===== src/rtl/rp_pkg.sv =====
`timescale 1ns/1ps
package rp_pkg;
  localparam int FRAME_LEN = 9;
  localparam int IDX_W = $clog2(FRAME_LEN);
  localparam logic [15:0] LEN_FIELD = 16'h0007;
  localparam logic [7:0] MAIN_CODE = 8'h20;
  localparam logic [7:0] SUB_WRITE = 8'h06;
  localparam logic [7:0] SUB_LOOP = 8'h08;

  typedef struct packed {
    logic [15:0] len;
    logic [7:0]  main_code;
    logic [7:0]  sub_code;
    logic [7:0]  cpu;
    logic [15:0] opa;
    logic [15:0] opb;
  } req_t;

  typedef struct packed {
    logic [7:0]  sub_code;
    logic [7:0]  cpu;
    logic [15:0] opa;
    logic [15:0] opb;
  } rsp_t;
endpackage


===== src/rtl/rp_rx_collect.sv =====
`timescale 1ns/1ps
module rp_rx_collect
  import rp_pkg::*;
(
  input  logic       clk,
  input  logic       rst,
  input  logic       accept,
  input  logic [7:0] data,
  input  logic       sof,
  input  logic       eof,
  output logic       done,
  output logic       bad,
  output req_t       req
);
  localparam logic [IDX_W-1:0] LAST = IDX_W'(FRAME_LEN - 1);

  logic [7:0]       bytes_q [FRAME_LEN];
  logic [IDX_W-1:0] idx_q;
  logic             open_q;
  logic             done_q;
  logic             bad_q;

  always_ff @(posedge clk) begin
    if (rst) begin
      idx_q  <= '0;
      open_q <= 1'b0;
      done_q <= 1'b0;
      bad_q  <= 1'b0;
    end else begin
      done_q <= 1'b0;
      if (accept) begin
        if (sof) begin
          bytes_q[0] <= data;
          idx_q      <= IDX_W'(1);
          open_q     <= !eof;
          done_q     <= eof;
          bad_q      <= eof;
        end else if (open_q) begin
          bytes_q[idx_q] <= data;
          idx_q          <= idx_q + 1'b1;
          if (eof || idx_q == LAST) begin
            done_q <= 1'b1;
            open_q <= 1'b0;
            bad_q  <= !(eof && idx_q == LAST);
          end
        end
      end
    end
  end

  assign done = done_q;
  assign bad  = bad_q;

  always_comb begin
    req.len       = {bytes_q[1], bytes_q[0]};
    req.main_code = bytes_q[2];
    req.sub_code  = bytes_q[3];
    req.cpu       = bytes_q[4];
    req.opa       = {bytes_q[6], bytes_q[5]};
    req.opb       = {bytes_q[8], bytes_q[7]};
  end


  no_accept_on_done_chk: assert property (@(posedge clk) disable iff (rst)
    done_q |-> !accept);


  idx_in_range_chk: assert property (@(posedge clk) disable iff (rst)
    open_q |-> (idx_q <= LAST));
endmodule


===== src/rtl/rp_regfile.sv =====
`timescale 1ns/1ps
module rp_regfile #(
  parameter int DEPTH = 64,
  parameter int WIDTH = 16,
  localparam int AW = $clog2(DEPTH)
) (
  input  logic             clk,
  input  logic             we,
  input  logic [AW-1:0]    waddr,
  input  logic [WIDTH-1:0] wdata,
  input  logic [AW-1:0]    raddr,
  output logic [WIDTH-1:0] rdata
);
  logic [WIDTH-1:0] mem [DEPTH];
  logic [WIDTH-1:0] rd_q;

  always_ff @(posedge clk) begin
    if (we) mem[waddr] <= wdata;
    rd_q <= mem[raddr];
  end

  assign rdata = rd_q;
endmodule


===== src/rtl/rp_tx_frame.sv =====
`timescale 1ns/1ps
module rp_tx_frame
  import rp_pkg::*;
(
  input  logic       clk,
  input  logic       rst,
  input  logic       start,
  input  rsp_t       payload,
  input  logic       out_ready,
  output logic       out_valid,
  output logic [7:0] out_data,
  output logic       out_sof,
  output logic       out_eof,
  output logic       last_ack
);
  localparam logic [IDX_W-1:0] LAST = IDX_W'(FRAME_LEN - 1);

  rsp_t             pl_q;
  logic [IDX_W-1:0] idx_q;
  logic             valid_q;
  logic [7:0]       data_q;
  logic             sof_q;
  logic             eof_q;

  function automatic logic [7:0] pick(input logic [IDX_W-1:0] k, input rsp_t p);
    case (k)
      IDX_W'(0): pick = LEN_FIELD[7:0];
      IDX_W'(1): pick = LEN_FIELD[15:8];
      IDX_W'(2): pick = MAIN_CODE;
      IDX_W'(3): pick = p.sub_code;
      IDX_W'(4): pick = p.cpu;
      IDX_W'(5): pick = p.opa[7:0];
      IDX_W'(6): pick = p.opa[15:8];
      IDX_W'(7): pick = p.opb[7:0];
      IDX_W'(8): pick = p.opb[15:8];
      default:   pick = 8'h00;
    endcase
  endfunction

  always_ff @(posedge clk) begin
    if (rst) begin
      valid_q <= 1'b0;
      idx_q   <= '0;
      data_q  <= 8'h00;
      sof_q   <= 1'b0;
      eof_q   <= 1'b0;
    end else if (start) begin
      pl_q    <= payload;
      valid_q <= 1'b1;
      idx_q   <= '0;
      data_q  <= pick('0, payload);
      sof_q   <= 1'b1;
      eof_q   <= 1'b0;
    end else if (valid_q && out_ready) begin
      if (idx_q == LAST) begin
        valid_q <= 1'b0;
        sof_q   <= 1'b0;
        eof_q   <= 1'b0;
      end else begin
        idx_q  <= idx_q + 1'b1;
        data_q <= pick(idx_q + 1'b1, pl_q);
        sof_q  <= 1'b0;
        eof_q  <= (idx_q + 1'b1 == LAST);
      end
    end
  end

  assign out_valid = valid_q;
  assign out_data  = data_q;
  assign out_sof   = sof_q;
  assign out_eof   = eof_q;
  assign last_ack  = valid_q && out_ready && eof_q;


  hold_under_stall_chk: assert property (@(posedge clk) disable iff (rst)
    (out_valid && !out_ready) |=> (out_valid && $stable(out_data) && $stable(out_sof) && $stable(out_eof)));


  no_restart_chk: assert property (@(posedge clk) disable iff (rst)
    start |-> !out_valid);


  first_has_sof_chk: assert property (@(posedge clk) disable iff (rst)
    $rose(out_valid) |-> (out_sof && !out_eof));
endmodule


===== src/rtl/regproto_slave.sv =====
`timescale 1ns/1ps
module regproto_slave
  import rp_pkg::*;
#(
  parameter int DEPTH = 64
) (
  input  logic       clk,
  input  logic       rst,
  input  logic       in_valid,
  output logic       in_ready,
  input  logic [7:0] in_data,
  input  logic       in_sof,
  input  logic       in_eof,
  output logic       out_valid,
  input  logic       out_ready,
  output logic [7:0] out_data,
  output logic       out_sof,
  output logic       out_eof,
  output logic       err_pulse
);
  localparam int AW = $clog2(DEPTH);
  localparam logic [16:0] DEPTH_W = 17'(DEPTH);

  typedef enum logic [1:0] {S_IDLE, S_FETCH, S_LOAD, S_SEND} state_t;

  state_t      state_q;
  logic        accept;
  logic        rx_done;
  logic        rx_bad;
  req_t        req;
  logic        is_write;
  logic        is_loop;
  logic        req_ok;
  logic        we;
  logic [15:0] rd_word;
  logic        tx_start;
  logic        tx_last;
  rsp_t        rsp;
  logic        err_q;

  assign in_ready = (state_q == S_IDLE) && !rx_done;
  assign accept   = in_valid && in_ready;

  rp_rx_collect u_rx (
    .clk    (clk),
    .rst    (rst),
    .accept (accept),
    .data   (in_data),
    .sof    (in_sof),
    .eof    (in_eof),
    .done   (rx_done),
    .bad    (rx_bad),
    .req    (req)
  );

  always_comb begin
    is_write = (req.sub_code == SUB_WRITE);
    is_loop  = (req.sub_code == SUB_LOOP);
    req_ok   = !rx_bad && (req.len == LEN_FIELD) && (req.main_code == MAIN_CODE) &&
               (is_loop || (is_write && ({1'b0, req.opa} < DEPTH_W)));
  end

  assign we = rx_done && req_ok && is_write;

  rp_regfile #(.DEPTH(DEPTH), .WIDTH(16)) u_regs (
    .clk   (clk),
    .we    (we),
    .waddr (req.opa[AW-1:0]),
    .wdata (req.opb),
    .raddr (req.opa[AW-1:0]),
    .rdata (rd_word)
  );

  assign tx_start = (rx_done && req_ok && is_loop) || (state_q == S_LOAD);

  always_comb begin
    rsp.sub_code = req.sub_code;
    rsp.cpu      = {req.cpu[3:0], req.cpu[7:4]};
    rsp.opa      = req.opa;
    rsp.opb      = (state_q == S_LOAD) ? rd_word : req.opb;
  end

  rp_tx_frame u_tx (
    .clk       (clk),
    .rst       (rst),
    .start     (tx_start),
    .payload   (rsp),
    .out_ready (out_ready),
    .out_valid (out_valid),
    .out_data  (out_data),
    .out_sof   (out_sof),
    .out_eof   (out_eof),
    .last_ack  (tx_last)
  );

  always_ff @(posedge clk) begin
    if (rst) begin
      state_q <= S_IDLE;
      err_q   <= 1'b0;
    end else begin
      err_q <= rx_done && !req_ok;
      case (state_q)
        S_IDLE:  if (rx_done && req_ok) state_q <= is_write ? S_FETCH : S_SEND;
        S_FETCH: state_q <= S_LOAD;
        S_LOAD:  state_q <= S_SEND;
        S_SEND:  if (tx_last) state_q <= S_IDLE;
        default: state_q <= S_IDLE;
      endcase
    end
  end

  assign err_pulse = err_q;


  err_single_chk: assert property (@(posedge clk) disable iff (rst)
    err_pulse |=> !err_pulse);


  err_no_response_chk: assert property (@(posedge clk) disable iff (rst)
    err_pulse |-> !out_valid);


  busy_while_sending_chk: assert property (@(posedge clk) disable iff (rst)
    out_valid |-> !in_ready);


  done_only_when_idle_chk: assert property (@(posedge clk) disable iff (rst)
    rx_done |-> (state_q == S_IDLE && !out_valid));
endmodule


===== config.mk =====
export PLATFORM = sky130hd
export DESIGN_NAME = regproto_slave
export DESIGN_NICKNAME = d
export VERILOG_FILES = /design/src/rtl/rp_pkg.sv /design/src/rtl/rp_rx_collect.sv /design/src/rtl/rp_regfile.sv /design/src/rtl/rp_tx_frame.sv /design/src/rtl/regproto_slave.sv
export SDC_FILE = /design/constraint.sdc
export NUM_CORES = 1
export LEC_CHECK = 0
export ABC_AREA = 1
export BUFFER_PORTS_ARGS = -buffer_cell sky130_fd_sc_hd__buf_2
export CAP_MARGIN = 40
export CELL_PAD_IN_SITES_DETAIL_PLACEMENT = 0
export CELL_PAD_IN_SITES_GLOBAL_PLACEMENT = 2
export CORE_MARGIN = 8
export CORE_UTILIZATION = 40
export CTS_CLUSTER_DIAMETER = 200
export DETAILED_ROUTE_END_ITERATION = 12
export PLACE_DENSITY_LB_ADDON = 0.1
export SLEW_MARGIN = 25
export SYNTH_ARGS = -nofsm -noshare
export SYNTH_HDL_FRONTEND = slang
export SYNTH_HIERARCHICAL = 1
export SYNTH_SLANG_ARGS = --single-unit

===== constraint.sdc =====
create_clock -name clk -period 3.65 [get_ports clk]
set_input_delay 0.1825 -clock clk [delete_from_list [all_inputs] [get_ports clk]]
set_output_delay 0.1825 -clock clk [all_outputs]
set_load 0.02 [all_outputs]

==> Word-level counts from Yosys, hierarchy flattened <==
Memory sizes are Yosys's and may differ from the RTL's. A register that Yosys moved wholly into a read port is not among the register bits.
Cells that the tools add are included.
{ "classes": {"add_sub_neg": 2, "reduce_logical": 37, "eq_ne": 19, "n_lt_le_gt_ge": 1, "bitwise_logic": 3, "n_mux": 40} }
{ "ops": {"columns": ["cell", "count"], "rows": [
  ["$pmux 8 s8", 1],
  ["$mux 1", 27],
  ["$eq 16x3->1 const B", 1],
  ["$eq 4x3->1 const B", 4],
  ["$lt 16x7->1 const B", 1],
  ["$mux 16", 1],
  ["$logic_and 1x1->1", 13],
  ["$eq 4x4->1 const B", 3],
  ["$mux 4", 3],
  ["$reduce_and 2->1", 6],
  ["$mux 3", 3],
  ["$add 4x1->4 const B", 2],
  ["$eq 4x2->1 const B", 2],
  ["$eq 8x3->1 const B", 1],
  ["$eq 8x4->1 const B", 1],
  ["$eq 8x6->1 const B", 1],
  ["$mux 8", 1],
  ["$pmux 2 s4", 1],
  ["$reduce_bool 2->1", 4],
  ["$reduce_or 8->1", 1],
  ["$mux 2", 3],
  ["$logic_not 1->1", 5],
  ["$eq 2x2->1 const B", 2],
  ["$logic_not 4->1", 1],
  ["other kinds (8)", 14]
]} }
{ "totals": {"ff_bits": 65, "input_bits": 14, "mem_count": 2, "mem_bits_rw": 1096, "out_inout_bits": 13} }
{ "memory_table": {"columns": ["memory", "depth", "width", "rd", "rd_ports_with_merged_regs", "write_ports", "line_no", "text"], "rows": [
  ["u_regs.mem", 64, 16, 1, 1, 1, "rp_regfile.sv:14", "logic [WIDTH-1:0] mem [DEPTH];"],
  ["u_rx.bytes_q", 9, 8, 9, 1, 1, "rp_rx_collect.sv:17", "logic [7:0] bytes_q [FRAME_LEN];"]
]} }

==> Depth between registers and ports, before layout <==
An unclocked memory read counts as a cell.
{ "depth": {"word_depth": 10, "mapped_depth": 12, "ltp_nobuf": 11} }

==> Hierarchy <==
The synthesis kept the hierarchy.
{ "modules_own_cells": {"columns": ["module", "seq_area_each_um2", "n_inst", "area_per_inst_um2", "cells_per_inst"], "rows": [
  ["rp_regfile", 31069.8, 1, 42099.1, 3517],
  ["rp_tx_frame", 1741.7, 1, 2716.4, 256],
  ["rp_rx_collect", 2302.2, 1, 2628.8, 146],
  ["regproto_slave", 60.1, 1, 631.9, 132]
]} }

==> Worst setup path before layout <==
Ideal clock, no wire load.
{ "synth_timing": {"kind": "reg2reg", "startpoint": "memory u_rx.bytes_q[3][7]", "endpoint": "register u_tx/pl_q[0] (netlist name) (enable)", "slack_ns": -0.267, "arrival_ns": 3.463, "required_ns": 3.196, "path_stages_with_launch": 10, "period_less_slack_ns": 3.917, "cell_sequence": "edfxtp_1 nor2_1 nand3_2 nor2_1 nand2_2 nand2_2 nand3_2 o21ai_0 inv_1 nor2_1"} }
{ "synth_lines": {"columns": ["item", "line_no", "text"], "rows": [
  ["start: declaration", "rp_rx_collect.sv:17", null],
  ["end signal: assignment", "rp_tx_frame.sv:48", "pl_q <= payload;"],
  ["end: declaration", "rp_tx_frame.sv:18", "rsp_t pl_q;"]
]} }

==> impl_metrics.py <==
metrics = {
    "die": {
        "dieArea_um2": 132000,
        "coreArea_um2": 120000,
        "die_h_um": 363,
        "ioPinCount": 27,
        "initial_core_util_pct": 40.2,
        "rows": 127,
        "die_x_um": 363,
    },
    "synth": {
        "synth_top_flop_cell": "edfxtp_1",
        "ys_warn_count": 6,
        "ys_top_cells_by_count": "1427 x nand2_1, 1144 x edfxtp_1, 893 x nand3_1, 130 x nor2_1, 116 x buf_2",
        "synth_cells": 4051,
        "synth_nets": 4076,
        "yosys_register_bits": 1185,
        "synth.most_common_cell": "nand2_1",
        "synthTopCellsByArea": "edfxtp_1 71%, nand2_1 11%, nand3_1 9.3%",
        "synth-seq-area-share_pct": 73.2,
        "syn_area_um2": 48100,
        "synth_top_area_share_pct": 71.5,
        "synth_async_sr_flop_share_pct": 0,
        "syn_avg_cell_area_um2": 11.9,
        "yosysTopAreaCell": "edfxtp_1",
        "synth_edf_count": 1144,
        "synth.distinct_cells": 35,
    },
    "setup_path": {
        "crit_end": "u_regs/rdata[6]",
        "startpoint": "u_rx/bytes_q[5][0]",
        "path_class": "register to register",
        "reg2reg_to": "u_regs/rdata[6]",
        "critPathMaxStageDelay_ps": 670,
        "ff2ff_setup_slack_ps": 680,
        "path_max_fanout": 157,
        "cp.required_ps": 4270,
        "reg2reg_depth": 10,
        "crit_path_start_kind": "register",
        "reg2reg_from": "u_rx/bytes_q[5][0]",
        "arrival_ps": 3590,
        "end_kind": "register",
        "cp_cell_sequence": "clkinv_16 -> buf_12 -> nand2_1 -> nand3_1 -> nand3_1 -> nand2_1 -> nand2_1 -> nand3_1 -> nand3_1 -> nand2_1",
        "cp_slowest_cell": "edfxtp_1",
    },
    "grt": {
        "grt_overflow_total": 0,
        "grt_pass1_vias": 29908,
        "grt_usage_pct": 22.4,
        "grt_max_degree": 158,
        "grt_antenna_before_repair": 0,
        "grt_pass1_wl_um": 216000,
    },
    "timing": {
        "slew_violations": 0,
        "post-route-period-util_pct": 81.5,
        "setup_slack_ps": 676,
        "rsz0062_at_grt": "false",
        "fin_crit_ps": 2970,
        "fmax_mhz": 336,
        "setup_tns_ps": 0,
        "hold_slack_ps": 206,
        "skew_ps": 21.8,
        "setup_violations": 0,
        "maxSlewHeadroom_pct": 44.4,
        "report.final.hold_viol_count": 0,
        "max_slew.worst_pin.slew_ps": 831,
    },
    "final_layout": {
        "final_cells": 5886,
        "drive_gt1_share_pct": 10.1,
        "final_nets": 4204,
        "stdcell_area_um2": 55000,
        "nFillCells": 10928,
        "utilization_pct": 46.0,
        "area_delta_synth_final_pct": 14.5,
    },
    "clock_tree": {
        "clkLatencyLatePin_ps": 730,
        "htreeDepth": 4,
        "cts_resized": 0,
        "clk_pin_slew_ps": 60,
        "tritoncts": "done",
        "numCtsBuffers": 134,
        "cts.sinks": 1185,
        "cts_max_path_buffers": 3,
        "cts_root_buffer": "clkbuf_16",
    },
    "place": {
        "numPortBuffers": 26,
        "placed_area_um2": 50700,
        "dp_slack_ps": 699,
        "hpwlAfterDp_um": 89200,
        "dpl.cell_count": 5640,
        "routabilityCongestion": 0.805,
    },
    "route": {
        "drtPass1Iterations": 5,
        "wl_per_cell_um": 25.5,
        "remaining_drc_errors": 0,
        "drt-initial-drc-count": 2633,
        "vias_per_cell": 5.25,
        "vias": 30910,
        "antenna_left": 0,
        "wirelength_um": 150000,
    },
    "power_and_ir_drop": {
        "power.density_nw_per_um2": 504,
        "peakVddDrop_mv": 0.402,
        "totalPowerFinal_mw": 27.8,
        "p_leak_nw": 19.9,
    },
    "status": {
        "status": "finished clean",
    },
    "job": {
        "cap_violations": 0,
    },
    "hold_path": {
        "min_from": "in_valid",
        "worstHoldPathType": "input port to register",
    },
}
## worst min-delay path by stage
stage	to	cells past startpoint
2_1_floorplan	u_tx/out_data[0]	1
3_3_place_gp	u_tx/pl_q[33]	0
3_5_place_dp	u_tx/pl_q[33]	0
4_1_cts	u_rx/idx_q[0]	5
5_1_grt	u_rx/idx_q[1]	5
6_report	u_rx/idx_q[0]	5
## flip-flops by register name, indices dropped and copies added (netlist names), 2 cells and up
signal         count
u_tx/idx_q         4
u_tx/pl_q         48
u_regs/rdata      16
u_rx/bytes_q      72
u_tx/out_data      8
u_rx/idx_q         4
u_regs/mem      1024
state_q            2
## cell families after synthesis
logic type      synth area share (%)
simple gates                    22.4
fa+ha+maj                      0.286
flops                           73.2
xor+xnor                      0.0911
buf+inv                         3.63
compound gates                 0.461
## critical path: cells and delay by family (launching register included)
family,cells,cell delay [ps]
DFF,1,670
and+or+nand+nor,8,1090
buffers and inverters,2,820
## power breakdown
| part | switching, mW | internal (mW) |
|---|---|---|
| registers | 0.00376 | 14.7 |
| clock network | 5.26 | 7.72 |
| logic | 0.0507 | 0.0251 |
## what timing repair did
item | CTS | global route
hold buffers | 15 | 0
endpoints found under the hold margin | 90 | 0
setup buffers | 0 | 0
## layout by cell type, fill, tap and decap left out, drive strengths merged
| cell | synthesis | final |
|---|---|---|
| xnor2 | 1 | 1 |
| nor3b | 1 | 1 |
| clkinv | 1 | 45 |
| nor4 | 8 | 8 |
| bufinv | 0 | 11 |
| nand2 | 1434 | 1434 |
| dfxtp | 41 | 41 |
| edfxtp | 1144 | 1144 |
| a211oi | 3 | 3 |
| dlygate4sd3 | 0 | 15 |
| inv | 59 | 61 |
| o31ai | 1 | 1 |
| o21a | 1 | 1 |
| o21ai | 10 | 10 |
| diode | 0 | 3 |
| nand3 | 896 | 896 |
| o211ai | 1 | 1 |
| nand4 | 38 | 38 |
| clkbuf | 28 | 170 |
| ha | 11 | 11 |
| a31oi | 1 | 1 |
| nor3 | 3 | 3 |
| nor2 | 135 | 135 |
| clkinvlp | 0 | 1 |
| and3 | 1 | 1 |
| xor2 | 1 | 1 |
| buf | 208 | 213 |
| a21oi | 24 | 24 |
## metal layers
metal / GRT usage (%) / wire [µm]
met5: 0 / 0
met4: 5.22 / 2940
met3: 3.47 / 7460
met2: 36.8 / 72200
met1: 31.3 / 67300
## layout make-up
cell class / instances / area (µm²) / area share [%]
sequential: 1185 / 35200 / 63.9
inverter: 60 / 264 / 0.480
antenna: 3 / 7.51 / 0.0136
timing repair buffer: 228 / 2160 / 3.92
clock inverter: 58 / 544 / 0.989
tap: 1612 / 2020 / 3.66
clock buffer: 170 / 3610 / 6.57
multi-input combinational: 2570 / 11300 / 20.5
Power figures use the tool's default switching activity.
